File: config.mk
export PLATFORM = sky130hd
export DESIGN_NAME = port_event_capture
export DESIGN_NICKNAME = d
export VERILOG_FILES = /design/src/rtl/pec_pkg.sv /design/src/rtl/pec_sync.sv /design/src/rtl/pec_edge_detect.sv /design/src/rtl/pec_req_ctrl.sv /design/src/rtl/port_event_capture.sv
export SDC_FILE = /design/constraint.sdc
export NUM_CORES = 1
export LEC_CHECK = 0
export CAP_MARGIN = 15
export CELL_PAD_IN_SITES_DETAIL_PLACEMENT = 0
export CELL_PAD_IN_SITES_GLOBAL_PLACEMENT = 2
export CORE_AREA = 2 2 101 103
export CTS_CLUSTER_DIAMETER = 150
export DETAILED_ROUTE_END_ITERATION = 10
export DIE_AREA = 0 0 103 105
export GPL_TIMING_DRIVEN = 0
export PLACE_DENSITY_LB_ADDON = 0.3
export SLEW_MARGIN = 20
export SYNTH_ARGS = -nofsm -noshare
export SYNTH_HDL_FRONTEND = slang
export SYNTH_SLANG_ARGS = --single-unit
File: constraint.sdc
create_clock -name clk_i -period 2.1 [get_ports clk_i]
set_clock_uncertainty 0.2 [all_clocks]
set_input_delay 0.315 -clock clk_i [delete_from_list [all_inputs] [get_ports clk_i]]
set_output_delay 0.315 -clock clk_i [all_outputs]
set_load 0.005 [all_outputs]
File: src/rtl/pec_pkg.sv
package pec_pkg;
  typedef enum logic {
    CFG_RISE = 1'b0,
    CFG_FALL = 1'b1
  } cfg_sel_e;
endpackage

File: src/rtl/pec_sync.sv
module pec_sync #(
  parameter int WIDTH  = 16,
  parameter int STAGES = 2
) (
  input  logic             clk_i,
  input  logic             rst_ni,
  input  logic [WIDTH-1:0] d_i,
  output logic [WIDTH-1:0] q_o
);
  logic [WIDTH-1:0] stg_q [STAGES];

  for (genvar s = 0; s < STAGES; s++) begin : g_stg
    always_ff @(posedge clk_i or negedge rst_ni) begin
      if (!rst_ni) stg_q[s] <= '0;
      else if (s == 0) stg_q[s] <= d_i;
      else stg_q[s] <= stg_q[(s == 0) ? 0 : s-1];
    end
  end

  assign q_o = stg_q[STAGES-1];
endmodule

File: src/rtl/pec_edge_detect.sv
module pec_edge_detect #(
  parameter int WIDTH = 16
) (
  input  logic             clk_i,
  input  logic             rst_ni,
  input  logic [WIDTH-1:0] sync_i,
  input  logic [WIDTH-1:0] rise_mask_i,
  input  logic [WIDTH-1:0] fall_mask_i,
  output logic             hit_o
);
  logic [WIDTH-1:0] prev_q;
  logic [WIDTH-1:0] rise_w, fall_w;

  always_ff @(posedge clk_i or negedge rst_ni) begin
    if (!rst_ni) prev_q <= '0;
    else         prev_q <= sync_i;
  end

  assign rise_w = sync_i & ~prev_q & rise_mask_i;
  assign fall_w = ~sync_i & prev_q & fall_mask_i;
  assign hit_o  = |(rise_w | fall_w);
endmodule

File: src/rtl/pec_req_ctrl.sv
module pec_req_ctrl (
  input  logic clk_i,
  input  logic rst_ni,
  input  logic edge_hit_i,
  input  logic poll_i,
  input  logic signon_i,
  input  logic calib_i,
  input  logic done_i,
  output logic signon_fire_o,
  output logic pend_o
);
  logic signon_wait_q;
  logic pend_q;
  logic trig_w;

  assign signon_fire_o = signon_wait_q & calib_i;
  assign trig_w        = edge_hit_i | poll_i | signon_fire_o;

  always_ff @(posedge clk_i or negedge rst_ni) begin
    if (!rst_ni) signon_wait_q <= 1'b0;
    else         signon_wait_q <= signon_i | (signon_wait_q & ~calib_i);
  end

  // trigger wins over done so a colliding event is kept
  always_ff @(posedge clk_i or negedge rst_ni) begin
    if (!rst_ni) pend_q <= 1'b0;
    else         pend_q <= trig_w | (pend_q & ~done_i);
  end

  assign pend_o = pend_q;
endmodule

File: src/rtl/port_event_capture.sv
module port_event_capture
  import pec_pkg::*;
#(
  parameter int WIDTH       = 16,
  parameter int SYNC_STAGES = 2
) (
  input  logic             clk_i,
  input  logic             rst_ni,
  input  logic [WIDTH-1:0] pins_i,
  input  logic             cfg_wr_i,
  input  logic             cfg_sel_i,
  input  logic [WIDTH-1:0] cfg_data_i,
  input  logic             poll_req_i,
  input  logic             signon_req_i,
  input  logic             calib_done_i,
  input  logic             hdr_sent_i,
  input  logic             tx_done_i,
  output logic             tx_pend_o,
  output logic [WIDTH-1:0] tx_data_o
);
  logic [WIDTH-1:0] pins_sync;
  logic [WIDTH-1:0] rise_mask_q, fall_mask_q;
  logic [WIDTH-1:0] tx_data_q;
  logic             edge_hit;
  logic             signon_fire;

  always_ff @(posedge clk_i or negedge rst_ni) begin
    if (!rst_ni) begin
      rise_mask_q <= '0;
      fall_mask_q <= '0;
    end else if (cfg_wr_i) begin
      unique case (cfg_sel_e'(cfg_sel_i))
        CFG_RISE: rise_mask_q <= cfg_data_i;
        CFG_FALL: fall_mask_q <= cfg_data_i;
      endcase
    end
  end

  pec_sync #(.WIDTH(WIDTH), .STAGES(SYNC_STAGES)) u_sync (
    .clk_i  (clk_i),
    .rst_ni (rst_ni),
    .d_i    (pins_i),
    .q_o    (pins_sync)
  );

  pec_edge_detect #(.WIDTH(WIDTH)) u_edge (
    .clk_i       (clk_i),
    .rst_ni      (rst_ni),
    .sync_i      (pins_sync),
    .rise_mask_i (rise_mask_q),
    .fall_mask_i (fall_mask_q),
    .hit_o       (edge_hit)
  );

  pec_req_ctrl u_req (
    .clk_i         (clk_i),
    .rst_ni        (rst_ni),
    .edge_hit_i    (edge_hit),
    .poll_i        (poll_req_i),
    .signon_i      (signon_req_i),
    .calib_i       (calib_done_i),
    .done_i        (tx_done_i),
    .signon_fire_o (signon_fire),
    .pend_o        (tx_pend_o)
  );

  // snapshot taken late, at header strobe, not at the edge
  always_ff @(posedge clk_i or negedge rst_ni) begin
    if (!rst_ni)                      tx_data_q <= '0;
    else if (hdr_sent_i && tx_pend_o) tx_data_q <= pins_sync;
  end

  assign tx_data_o = tx_data_q;
endmodule

==> reports/qor.yml <==
status:
  status: "complete, no violations"
global_routing:
  use_met1_pct: 16.6
  grt_max_degree: 51
  grtUsageTotal_pct: 12.6
  grt_util_met3_pct: 3.75
  busiest_layer: "met2"
  grt_pass1_vias: 1953
  use_met2_pct: 19.7
  gr-total-overflow: 0
  grt_first_pass_wirelength_um: 10200
  antenna_found_initial: 0
logic_synthesis:
  synth_cell_types: 17
  yosys_warnings: 0
  ys_seq_area_share_pct: 73.1
  syn_inst: 212
  syn-cell-area_mm2: 0.00335
  syn-num-nets: 253
  ys_seq_elements: 98
  avgSynthCellArea_um2: 15.8
clocking:
  htree_num_levels: 3
  path_clk_slew_ns: 0.09
  clockRootBuffer: "clkbuf_8"
  cts_buffers: 9
  clockBufferDepth: 2
  post_cts_buffers: 0
  postCtsResizedCells: 0
  cts_tree: "done"
  clk_latency_ns: 0.35
  clock_sinks: 98
worst_setup_path:
  r2r_slack_ns: 0.27
  worstPathArrival_ns: 1.86
  r2r-end: "u_req.pend_o$_DFF_PN0_"
  critical_path.cell_chain: "nand3b_1 -> o21ai_1 -> or4_1 -> nor4_2 -> nand4_1"
  cp-end-kind: "flop"
  crit_required_ns: 2.13
  timing.rr.start: "u_sync.q_o[7]$_DFF_PN0_"
  crit_path_start_kind: "flop"
  cp_max_fo: 4
  critical_path.slowest_cell: "or4_1"
  critPathTopFamily: "simple AND/OR/NAND/NOR gates"
  crit_buf_inv: 0
  critical_path.startpoint: "u_sync.q_o[7]$_DFF_PN0_"
  r2r_cells: 5
  crit_type: "flop to flop"
  slowest_delay_ns: 0.58
place:
  io_buffers: 57
  post-place-ws_ns: -0.0896
  hpwlAfterDp_um: 4210
  gp_congestion: 0.680
drt:
  wl_um: 6130
  wl_per_cell_um: 14.6
  via_per_inst: 4.45
  drc: 0
  drt_iter0_drc: 58
  drt_first_pass_iters: 4
  ant_nets: 0
  vias: 1867
pwr:
  p_total_w: 0.00404
  total_leakage_power_nw: 1.85
  max-vdd-ir-drop_v: 0.000321
  power_density_mw_per_mm2: 922
finish:
  final_common_cell: "dfrtp_1"
  antenna_cells: 0
  area_growth_pct: 30.6
  fin_util_pct: 45.4
  mostFrequentLayoutCells: "dfrtp_1, clkdlybuf4s50_1, mux2_2"
  final_nets: 323
  drive_above_1_share_pct: 24.7
die:
  die_w_um: 103
  die_area_mm2: 0.0108
  num_rows: 36
  core-area_mm2: 0.00964
  io_pins: 58
  die_h_um: 105
  initial_core_util_pct: 34.8
min_path:
  min-delay-start: "u_sync.stg_q[23]$_DFF_PN0_"
  min_path_type: "flop to flop"
  hold_end: "u_sync.q_o[7]$_DFF_PN0_"
  hold_path_depth: 0
timing:
  hold_ws_ns: 0.152
  worst_pin_slew_ns: 0.448
  drv_slew: 0
  worst_slack_ns: 0.269
  relSlewSlack_pct: 70.1
  fin_crit_sh_pct: 87.2
  fmaxAchievable_mhz: 546
  rsz0062_at_grt: "false"
  hold_violations: 0
  setup-tns-final_ns: 0
  period_needed_ns: 1.83
  setup_violations: 0
run:
  cap_violations: 0
[cell usage after synthesis]
master    count  area, um2
a21o_1        1       7.51
a21oi_1       1       5.00
buf_2         4       20.0
dfrtp_1      98       2450
inv_1         2       7.51
mux2_2       48        541
nand2_1      20       75.1
nand3b_1     16        120
nand4_1       1       6.26
nor2_1        1       3.75
nor2b_1       1       6.26
nor4_1        2       12.5
nor4_2        1       12.5
o21ai_0      11       55.1
o21ai_1       2       10.0
o22ai_1       2       12.5
or4_1         1       7.51
[repair_timing]
| action | 4_1_cts | 5_1_grt |
|---|---|---|
| endpoints found under the hold margin | 48 | 0 |
| hold buffers | 1 | 0 |
| endpoints found under the setup margin | 0 | 0 |
[through the flow]
| step | std cells | area, um2 |
|---|---|---|
| 2_1_floorplan | 212 | 3350 |
| 3_3_place_gp | 402 | 4090 |
| 3_5_place_dp | 403 | 4120 |
| 4_1_cts | 420 | 4380 |
| 5_1_grt | 420 | 4380 |
| 6_report | 420 | 4380 |
[how the worst max path moves through the flow]
stage,end,slack (ns),cells past startpoint
2_1_floorplan,u_req.pend_o$_DFF_PN0_,0.52,5
3_3_place_gp,tx_data_o[6]$_DFFE_PN0P_,-3.15,1
3_5_place_dp,rise_mask_q[7]$_DFFE_PN0P_,-0.09,5
4_1_cts,u_req.pend_o$_DFF_PN0_,0.22,5
5_1_grt,u_req.pend_o$_DFF_PN0_,0.1,5
6_report,u_req.pend_o$_DFF_PN0_,0.27,5
[kinds of logic after synthesis]
kind of cell	count (synthesis)	share of synthesized area (%)
and+or+nand+nor	43	7.27
AOI/OAI and AO/OA	17	2.69
DFF	98	73.1
buffers and inverters	6	0.821
muxes	48	16.1
[report_power, final]
group	switching (W)	internal [W]	total, W
combinational	0.000151	0.000264	0.000415
sequential	0.0000878	0.00206	0.00215
clock	0.000648	0.000828	0.00148
[state kept, by name, indices dropped and copies added (netlist names)]
register / count
u_edge.prev_q: 16
tx_data_o: 16
u_req.signon_wait_q: 1
fall_mask_q: 16
u_req.pend_o: 1
rise_mask_q: 16
u_sync.stg_q: 16
u_sync.q_o: 16
[cell type report]
class	count	area [um2]
plain buffers	4	20.0
multi-input cells	108	875
inverters	2	7.51
clock inverters	6	113
repair buffers	59	609
fillers	925	5260
well taps	133	166
flip-flops and latches	98	2450
clock buffers	10	138
[layer usage]
metal | routed length, um | vias to the layer above
met3 | 223 | 8
met2 | 3020 | 33
met4 | 92 | 0
met1 | 2790 | 952
met5 | 0 | -
li1 | - | 874
Power figures use the tool's default switching activity.
